### src/rtl/pwm_slice_pkg.sv
package pwm_slice_pkg;

  // Counting direction of the slice counter.
  typedef enum logic {
    DIR_UP   = 1'b0,
    DIR_DOWN = 1'b1
  } pwm_dir_e;

endpackage

### src/rtl/pwm_shadow_bank.sv
// One software-written shadow register and its working copy.
// The working copy follows the shadow only on the load strobe.
module pwm_shadow_bank #(
  parameter int W = 16
) (
  input  logic         clk,
  input  logic         rst_n,
  input  logic         wr,
  input  logic [W-1:0] wdata,
  input  logic         load,
  output logic [W-1:0] work_q
);

  logic [W-1:0] shadow_q;
  logic [W-1:0] shadow_d;
  logic [W-1:0] work_d;

  always_comb begin
    shadow_d = shadow_q;
    work_d   = work_q;
    if (wr) begin
      shadow_d = wdata;
    end
    if (load) begin
      // Registered shadow: a write in the load cycle applies one period later.
      work_d = shadow_q;
    end
  end

  always_ff @(posedge clk or negedge rst_n) begin
    if (!rst_n) begin
      shadow_q <= '0;
      work_q   <= '0;
    end else begin
      shadow_q <= shadow_d;
      work_q   <= work_d;
    end
  end

endmodule

### src/rtl/pwm_counter.sv
// Period counter with up-count and up/down phase-correct modes.
// boundary is a combinational pulse in the cycle whose edge starts a period.
module pwm_counter
  import pwm_slice_pkg::*;
#(
  parameter int W = 16
) (
  input  logic         clk,
  input  logic         rst_n,
  input  logic         tick,
  input  logic         phase_correct,
  input  logic [W-1:0] top_w,
  output logic [W-1:0] count_q,
  output pwm_dir_e     dir_q,
  output logic         boundary
);

  localparam logic [W-1:0] ZERO = '0;
  localparam logic [W-1:0] ONE  = {{(W-1){1'b0}}, 1'b1};

  logic [W-1:0] count_d;
  pwm_dir_e     dir_d;
  logic         at_top;
  logic         at_zero;

  assign at_top  = (count_q >= top_w);
  assign at_zero = (count_q == ZERO);

  always_comb begin
    count_d  = count_q;
    dir_d    = dir_q;
    boundary = 1'b0;
    if (tick) begin
      if (!phase_correct) begin
        dir_d = DIR_UP;
        if (at_top) begin
          count_d  = ZERO;
          boundary = 1'b1;
        end else begin
          count_d = count_q + ONE;
        end
      end else if (dir_q == DIR_UP) begin
        if (at_top) begin
          dir_d = DIR_DOWN;      // hold the top value for one count
        end else begin
          count_d = count_q + ONE;
        end
      end else begin
        if (at_zero) begin
          dir_d    = DIR_UP;     // 0 -> 0 turnaround ends the period
          boundary = 1'b1;
        end else begin
          count_d = count_q - ONE;
        end
      end
    end
  end

  always_ff @(posedge clk or negedge rst_n) begin
    if (!rst_n) begin
      count_q <= ZERO;
      dir_q   <= DIR_UP;
    end else if (tick) begin
      count_q <= count_d;
      dir_q   <= dir_d;
    end
  end

endmodule

### src/rtl/pwm_irq_flag.sv
// Sticky interrupt flag: set by a period boundary, cleared by software.
module pwm_irq_flag (
  input  logic clk,
  input  logic rst_n,
  input  logic set,
  input  logic clr,
  output logic flag_q
);

  logic flag_d;

  always_comb begin
    flag_d = flag_q;
    if (clr) begin
      flag_d = 1'b0;
    end
    if (set) begin
      flag_d = 1'b1;
    end
  end

  always_ff @(posedge clk or negedge rst_n) begin
    if (!rst_n) begin
      flag_q <= 1'b0;
    end else begin
      flag_q <= flag_d;
    end
  end

endmodule

### src/rtl/pwm_slice.sv
// Top of one double-buffered PWM slice.
module pwm_slice
  import pwm_slice_pkg::*;
#(
  parameter int W = 16
) (
  input  logic         clk,
  input  logic         rst_n,
  input  logic         en,
  input  logic         cnt_en,
  input  logic         phase_correct,
  input  logic         top_wr,
  input  logic [W-1:0] top_wdata,
  input  logic         cc_wr,
  input  logic [W-1:0] cc_wdata,
  input  logic         irq_clr,
  output logic [W-1:0] count,
  output logic         pwm_out,
  output logic         irq
);

  logic         tick;
  logic         boundary;
  logic [W-1:0] top_work;
  logic [W-1:0] cc_work;
  pwm_dir_e     dir;

  assign tick = en & cnt_en;

  pwm_shadow_bank #(.W(W)) u_top_bank (
    .clk    (clk),
    .rst_n  (rst_n),
    .wr     (top_wr),
    .wdata  (top_wdata),
    .load   (boundary),
    .work_q (top_work)
  );

  pwm_shadow_bank #(.W(W)) u_cc_bank (
    .clk    (clk),
    .rst_n  (rst_n),
    .wr     (cc_wr),
    .wdata  (cc_wdata),
    .load   (boundary),
    .work_q (cc_work)
  );

  pwm_counter #(.W(W)) u_counter (
    .clk           (clk),
    .rst_n         (rst_n),
    .tick          (tick),
    .phase_correct (phase_correct),
    .top_w         (top_work),
    .count_q       (count),
    .dir_q         (dir),
    .boundary      (boundary)
  );

  pwm_irq_flag u_irq (
    .clk    (clk),
    .rst_n  (rst_n),
    .set    (boundary),
    .clr    (irq_clr),
    .flag_q (irq)
  );

  // Output: high while the count is below the working compare value.
  assign pwm_out = (count < cc_work);

endmodule

### config.mk
export PLATFORM = sky130hd
export DESIGN_NAME = pwm_slice
export DESIGN_NICKNAME = d
export VERILOG_FILES = /design/src/rtl/pwm_slice_pkg.sv /design/src/rtl/pwm_shadow_bank.sv /design/src/rtl/pwm_counter.sv /design/src/rtl/pwm_irq_flag.sv /design/src/rtl/pwm_slice.sv
export SDC_FILE = /design/constraint.sdc
export NUM_CORES = 1
export LEC_CHECK = 0
export BUFFER_PORTS_ARGS = -buffer_cell sky130_fd_sc_hd__buf_2
export CORE_MARGIN = 2
export CORE_UTILIZATION = 63
export DETAILED_ROUTE_END_ITERATION = 12
export PLACE_DENSITY = 0.88
export SLEW_MARGIN = 10
export SYNTH_ARGS = -nofsm -noshare
export SYNTH_HDL_FRONTEND = slang
export SYNTH_SLANG_ARGS = --single-unit
export TNS_END_PERCENT = 30
### constraint.sdc
create_clock -name clk -period 5.6 [get_ports clk]
set_input_delay 1.12 -clock clk [delete_from_list [all_inputs] [get_ports clk]]
set_output_delay 1.12 -clock clk [all_outputs]
set_load 0.05 [all_outputs]
==> results.yml, run 1 <==
timing:
  setup_tns_ps: 0
  period_minus_slack_ps: 4250
  rsz0062_at_grt: "no"
  tightest_slew_ps: 1020
  setup_viol: 0
  maxSlewViolCount: 0
  slew_headroom_pct: 32.0
  hold_viol_final: 0
  fmax_mhz: 235
  period_share_pct: 75.9
  skew_ps: 13.0
finish:
  seq_area_um2: 2050
  instances_no_fill: 596
  multi_input_comb_area_um2: 2400
  syn2layout_area_growth_pct: 10.8
  diodes: 0
  fillers: 505
  utilization_pct: 72.1
  fin_area_um2: 5230
  fin_nets: 566
  drive_above_1_share_pct: 29.4
placed_design:
  dpl-instance-area_um2: 5030
  place_inst: 580
  port_buffers: 57
  gp_congestion: 1.00
  dp_hpwl_um: 7750
power_and_ir_drop:
  power.total_w: 0.00258
  power_switching_w: 0.00114
  seqPwrFrac_pct: 38.7
  p_per_area_nw_per_um2: 493
  pwr-share-clk_pct: 17.2
  leakage_nw: 2.43
  p_comb_share_pct: 44.2
  internal_power_w: 0.00143
  ir_drop_v: 0.000321
  p_sw_share_pct: 44.3
yosys:
  synthArstFlopShare_pct: 100
  syn_area_per_cell_um2: 10.6
  synth-seq-cells: 82
  syn_inst: 444
  ys_seq_area_share_pct: 43.5
  synth_area_um2: 4720
  synth_edf_count: 0
  synth_warnings: 0
  yosysUniqueCellTypes: 59
  synth_fp_nets: 518
  yosys_most_used_dff: "dfrtp_1"
global_routing:
  overflow: 0
  grt_max_degree: 83
  antenna_found_initial: 0
  grt_use_total_pct: 27.7
  grt_pass1_wl_um: 18100
  grt_pass1_vias: 3706
setup_path:
  cp_data_required_time_ps: 4480
  path_max_fanout: 11
  cpMaxStageDelayCell: "dfrtp_1"
  criticalPathCategory: "flip-flop to output pin"
  path_cells: "ha_1 > a21o_1 > a21o_1 > a21oi_1 > nor2_1 > a2111oi_0 > nor2_1 > a311oi_1 > buf_2"
  crit_path_max_incr_delay_ps: 520
  critPathLaunchType: "flip-flop"
  worstPathArrival_ps: 3130
  cp-end-kind: "output pin"
  crit_family: "compound AO/OA/AOI/OAI gates"
  cp.buffers_inverters: 1
clock_tree:
  cts.path.max_buffers: 2
  path_clk_slew_ps: 90
  ctsRootBufferMaster: "clkbuf_8"
  cts_made_buffers: 9
  post_cts_buffers: 0
  cts_resized: 0
  cts_sinks: 82
  hold_buffers: 0
  cts_tree: "done"
  htreeDepth: 3
  clkLatencyLatePin_ps: 360
floorplanning:
  row_count: 31
  die_width_um: 90.5
  die_h_um: 90.5
  coreArea_um2: 7250
  dieArea_um2: 8200
  ios: 58
  initial_core_util_pct: 65.0
detailed_routing:
  vias_per_cell: 6.42
  ant_nets: 0
  drc: 0
  finalWirelength_um: 11100
  drt-initial-drc-count: 257
  wire_per_inst_um: 18.7
  vias: 3826
  dr.pass1.iters: 5
worst_hold_path:
  min_path_type: "flip-flop to flip-flop"
status:
  status: "finished, final reports clean"
job:
  drv_cap: 0
## worst reg2reg max path, stage by stage, from the launching register on
cell,delay [ps]
dfrtp_1,560
ha_1,400
nand4_1,100
nor3_1,320
o2111ai_1,260
nand4_2,320
nand2_1,210
a211oi_4,230
buf_4,410
mux2_2,420
## flip-flops by register name, indices dropped and copies added (netlist names)
register / cells
u_top_bank.shadow_q: 16
u_cc_bank.work_q: 16
u_irq.flag_q: 1
u_counter.dir_q: 1
u_top_bank.work_q: 16
u_counter.count_q: 16
u_cc_bank.shadow_q: 16
## worst paths after layout
check	from	endpoint	slack, ps	depth (start not counted)
setup / recovery	u_counter.count_q[9]$_DFFE_PN0P_	pwm_out	1350	9
max in group asynchronous	rst_n	u_counter.count_q[12]$_DFFE_PN0P_	4010	1
hold reg to reg	u_irq.flag_q$_DFFE_PN0P_	u_irq.flag_q$_DFFE_PN0P_	490	1
setup reg to reg	u_counter.count_q[13]$_DFFE_PN0P_	u_cc_bank.work_q[6]$_DFFE_PN0P_	2230	9
hold / removal	u_irq.flag_q$_DFFE_PN0P_	u_irq.flag_q$_DFFE_PN0P_	490	1
min in group asynchronous	rst_n	u_counter.dir_q$_DFFE_PN0P_	910	1
## Yosys cell counts (2+ instances only)
cell       count  area share [%]
o21a_1         4            0.64
buf_6          3            0.72
a31o_2         2            0.37
xor2_1         3            0.56
ha_1          34             9.0
a31oi_1        2            0.27
a221oi_1      10             1.9
and3_1         6            0.80
inv_1         41             3.3
and4_1         2            0.37
or2_2          3            0.40
o22ai_1        4            0.53
a21boi_0       3            0.48
nor4_1         3            0.40
a21o_1         4            0.64
mux2_1         4            0.95
nor3_1        10             1.1
clkbuf_1      13             1.0
nand3_1       10             1.1
o32ai_1        3            0.56
a2111oi_0      2            0.37
mux2_2        60              14
dfrtp_1       82              44
buf_2          2            0.21
nand2_1       27             2.1
nor2_1        14             1.1
a211oi_1       3            0.48
nand4_1        8             1.1
or4_1          3            0.48
a21oi_1       30             3.2
o211a_1        2            0.42
o21ai_0       11             1.2
or3_1          8             1.1
o31ai_1        3            0.48
## power groups by stage
stage               combinational [W]  clock [W]  sequential [W]
floorplan                    0.000762          0         0.00104
global placement              0.00104          0        0.000985
detailed placement            0.00111          0        0.000997
CTS                           0.00113   0.000443        0.000988
global route                  0.00124   0.000469         0.00102
finish                        0.00114   0.000442        0.000996
## cell usage in the layout, fill, tap and decap left out, types with 4 or more instances in the layout
master	n
a21o_1	4
a21oi_1	30
a221oi_1	10
and3_1	6
buf_2	56
clkbuf_8	9
dfrtp_1	82
ha_1	34
inv_1	41
mux2_1	4
mux2_2	60
nand2_1	27
nand3_1	10
nand4_1	8
nor2_1	14
nor3_1	10
o21a_1	4
o21ai_0	11
o22ai_1	4
or3_1	8
## metal layers
layer / global-route usage, % / vias up / routed length (um)
met2: 45.3 / 206 / 5460
met4: 11.4 / 0 / 308
met1: 36.3 / 1860 / 4480
met3: 5.59 / 34 / 873
met5: 0 / - / 0
li1: - / 1726 / -
## cell type report
cell class | count | area share (%)
clock buffer | 9 | 2.37
clock inverter | 7 | 1.46
inverter | 42 | 3.02
multi-input combinational | 299 | 45.9
sequential | 82 | 39.3
tap | 99 | 2.37
timing repair buffer | 58 | 5.65
## logic make-up after synthesis
kind of cell	share of synthesized area, %
mux	15.5
buf+inv	5.65
simple gates	11.5
fa+ha+maj	9.02
flops	43.5
xor+xnor	0.557
compound gates	14.3
## through the flow
stage | setup slack [ps] | hold WS [ps]
after floorplan | 1220 | 458
after global placement | 2050 | 460
after detailed placement | 1920 | 473
after CTS | 1410 | 498
after global routing | 1180 | 510
final | 1350 | 490
(Power assumes the default switching activity.)
==> inputs of run 2 (changes only) <==
--- a/config.mk
+++ b/config.mk
@@ -5,11 +5,12 @@
 export SDC_FILE = /design/constraint.sdc
 export NUM_CORES = 1
 export LEC_CHECK = 0
+export ABC_AREA = 1
 export BUFFER_PORTS_ARGS = -buffer_cell sky130_fd_sc_hd__buf_2
 export CORE_MARGIN = 2
-export CORE_UTILIZATION = 63
+export CORE_UTILIZATION = 59
 export DETAILED_ROUTE_END_ITERATION = 12
-export PLACE_DENSITY = 0.88
+export PLACE_DENSITY = 0.82
 export SLEW_MARGIN = 10
 export SYNTH_ARGS = -nofsm -noshare
 export SYNTH_HDL_FRONTEND = slang
==> constraint.sdc (replaced) <==
create_clock -name clk -period 4.38 [get_ports clk]
set_input_delay 0.876 -clock clk [delete_from_list [all_inputs] [get_ports clk]]
set_output_delay 0.876 -clock clk [all_outputs]
set_load 0.05 [all_outputs]
==> run 2 against run 1 <==
Largest power group unchanged. Register-to-register slack lost 810 ps. Combinational power grew 60%. First-iteration DRC count shrank 17%. Sequential cell count is the same. Sequential share of layout area shrank 3.0 points.
==> results.yml, run 2 <==
status:
  status: "finished, final reports clean"
worst_hold_path:
  whs_endpoint: "u_cc_bank.work_q[2]$_DFFE_PN0P_"
  hold_start: "u_cc_bank.work_q[2]$_DFFE_PN0P_"
  min_path_type: "flip-flop to flip-flop"
  hold_path_depth: 2
yosys:
  synth_fa_ha_area_share_pct: 8.20
  yosys.area_share.simple_pct: 29.5
  synth_fp_nets: 721
  synthTopCellsByArea: "dfrtp_1 40%, nand2_1 14%, ha_1 8.2%, mux2_2 6.9%, nand3_1 5.6%"
  synthTopCellsByCount: "199 x nand2_1, 82 x dfrtp_1, 68 x inv_1, 58 x nand3_1, 34 x ha_1"
  synth_compound_area_share_pct: 5.11
  yosysUniqueCellTypes: 32
  synth_warnings: 0
  post-synth-top-area-cell: "dfrtp_1"
  synth.most_common_cell: "nand2_1"
  yosys_most_used_dff: "dfrtp_1"
  synth-seq-cells: 82
  synth_xor_area_share_pct: 2.19
  syn_area_per_cell_um2: 8.02
  syn_inst: 647
  yosys.area.top_type_share_pct: 39.5
  synth_area_um2: 5190
  ys_seq_area_share_pct: 39.5
  synth_edf_count: 0
  synth_top_family_by_area: "simple AND/OR/NAND/NOR gates"
  synth.mux.area_fraction_pct: 6.94
  synthArstFlopShare_pct: 100
clock_tree:
  cts_tree: "done"
  htreeDepth: 3
  post_cts_buffers: 0
  path_clk_slew_ps: 100
  cts_resized: 0
  hold_buffers: 0
  cts_sinks: 82
  cts.path.max_buffers: 2
  cts_made_buffers: 9
  clkLatencyLatePin_ps: 370
  ctsRootBufferMaster: "clkbuf_8"
timing:
  rsz0062_at_grt: "no"
  period_minus_slack_ps: 3090
  fmax_mhz: 324
  skew_ps: 18.9
  slew_headroom_pct: 33.1
  tightest_slew_ps: 1000
  setup_tns_ps: 0
  period_share_pct: 70.4
  setup_viol: 0
  hold_viol_final: 0
  maxSlewViolCount: 0
detailed_routing:
  vias_per_cell: 5.62
  finalWirelength_um: 12600
  ant_nets: 0
  vias: 4494
  wire_per_inst_um: 15.7
  drt-initial-drc-count: 214
  wirelength_met1_um: 5480
  dr.pass1.iters: 5
  wl_met2_um: 6110
  topRoutingLayerUsed: "met4"
  routed-wl-met3_um: 704
  drc: 0
power_and_ir_drop:
  internal_power_w: 0.00190
  pwr-share-clk_pct: 16.1
  p_sw_share_pct: 49.4
  leakage_nw: 3.04
  seqPwrFrac_pct: 35.3
  p_per_area_nw_per_um2: 662
  power.total_w: 0.00375
  p_comb_share_pct: 48.6
  power_switching_w: 0.00185
  ir_drop_v: 0.000437
setup_path:
  cp_data_required_time_ps: 3500
  ff2ff_path_depth: 9
  critPathLaunchType: "flip-flop"
  criticalPathCategory: "flip-flop to output pin"
  worstPathArrival_ps: 2210
  path_max_fanout: 9
  regToRegSetupSlack_ps: 1420
  cp-end-kind: "output pin"
  r2r-start: "u_counter.count_q[11]$_DFFE_PN0P_"
  r2r_end: "u_counter.count_q[8]$_DFFE_PN0P_"
floorplanning:
  initial_core_util_pct: 60.1
  row_count: 34
  die_width_um: 97.8
  die_h_um: 97.8
  coreArea_um2: 8640
  ios: 58
  dieArea_um2: 9560
job:
  drv_cap: 0
global_routing:
  antenna_found_initial: 0
  grt_pass1_vias: 4567
  overflow: 0
  grt_pass1_wl_um: 21500
  grt_max_degree: 83
  grt_use_total_pct: 28.1
finish:
  syn2layout_area_growth_pct: 9.02
  fin_nets: 761
  diodes: 0
  drive_above_1_share_pct: 19.4
  final_cell_mix: "199 x nand2_1, 82 x dfrtp_1, 68 x inv_1, 58 x nand3_1, 56 x buf_2"
  final_common_cell: "nand2_1"
placed_design:
  dp_hpwl_um: 8730
  port_buffers: 57
  gp_congestion: 0.946
[run 2: cell count changes in the layout (fill, tap and decap cells not counted), moves of 9 or more]
cell / before / now
nand2_2: 0 / 13
mux2_2: 60 / 32
nor2_1: 14 / 30
nand3_1: 10 / 58
nand2_1: 27 / 199
a21oi_1: 30 / 20
nand4_1: 8 / 24
xor2_1: 3 / 12
inv_1: 41 / 68
a221oi_1: 10 / 0
[run 2: kinds of logic after synthesis]
kind of cell / Yosys count
mux: 32
fa+ha+maj: 34
simple gates: 342
compound gates: 46
flops: 82
buf+inv: 98
xor+xnor: 13
[run 2: area by class of cell]
| cell class | instances | area (um2) |
|---|---|---|
| Fill cell | 736 | 2980 |
| Multi-Input combinational cell | 467 | 2690 |
| Sequential cell | 82 | 2050 |
| Timing Repair Buffer | 59 | 303 |
| Inverter | 68 | 255 |
| Tap cell | 108 | 135 |
| Clock buffer | 9 | 124 |
| Clock inverter | 7 | 93.8 |
[run 2: stage by stage]
step	util, %	setup WS, ps	instances	cell area (um2)	hold slack (ps)
final	65.5	1290	800	5660	484
after floorplan	-	1260	647	5190	442
after global placement	63.0	1580	784	5440	457
after detailed placement	63.0	1460	784	5440	460
after CTS	65.5	1290	800	5660	486
after global routing	65.5	1080	800	5660	512
[run 2: power groups by stage]
stage	combinational, W	sequential (W)	clock (W)
2_1_floorplan	0.00132	0.00134	0
3_3_place_gp	0.00170	0.00133	0
3_5_place_dp	0.00180	0.00133	0
4_1_cts	0.00182	0.00132	0.000609
5_1_grt	0.00208	0.00136	0.000645
6_report	0.00182	0.00132	0.000603
[run 2: metal layers]
| metal | GRT usage, % | vias to the layer above |
|---|---|---|
| li1 | - | 2188 |
| met3 | 5.37 | 29 |
| met4 | 11.2 | 0 |
| met1 | 36.9 | 2123 |
| met2 | 46.2 | 154 |
| met5 | 0 | - |
[run 2: worst max-delay path, cell delays in order, from the launching register on]
cell and delay, ps:
dfrtp_1 610, ha_1 330, a21oi_1 140, o21ai_0 110, nand4_1 80, o211ai_1 130
a21oi_1 160, buf_2 280
[run 2: worst max-delay path by stage]
stage / start / to / slack (ps) / cells after the start
4_1_cts: u_counter.count_q[3]$_DFFE_PN0P_ / pwm_out / 1290 / 7
5_1_grt: u_counter.count_q[3]$_DFFE_PN0P_ / pwm_out / 1080 / 7
6_report: u_counter.count_q[3]$_DFFE_PN0P_ / pwm_out / 1290 / 7
3_5_place_dp: u_counter.count_q[11]$_DFFE_PN0P_ / u_counter.count_q[8]$_DFFE_PN0P_ / 1460 / 9
3_3_place_gp: u_counter.count_q[9]$_DFFE_PN0P_ / u_counter.count_q[2]$_DFFE_PN0P_ / 1580 / 10
2_1_floorplan: u_counter.count_q[11]$_DFFE_PN0P_ / pwm_out / 1260 / 5
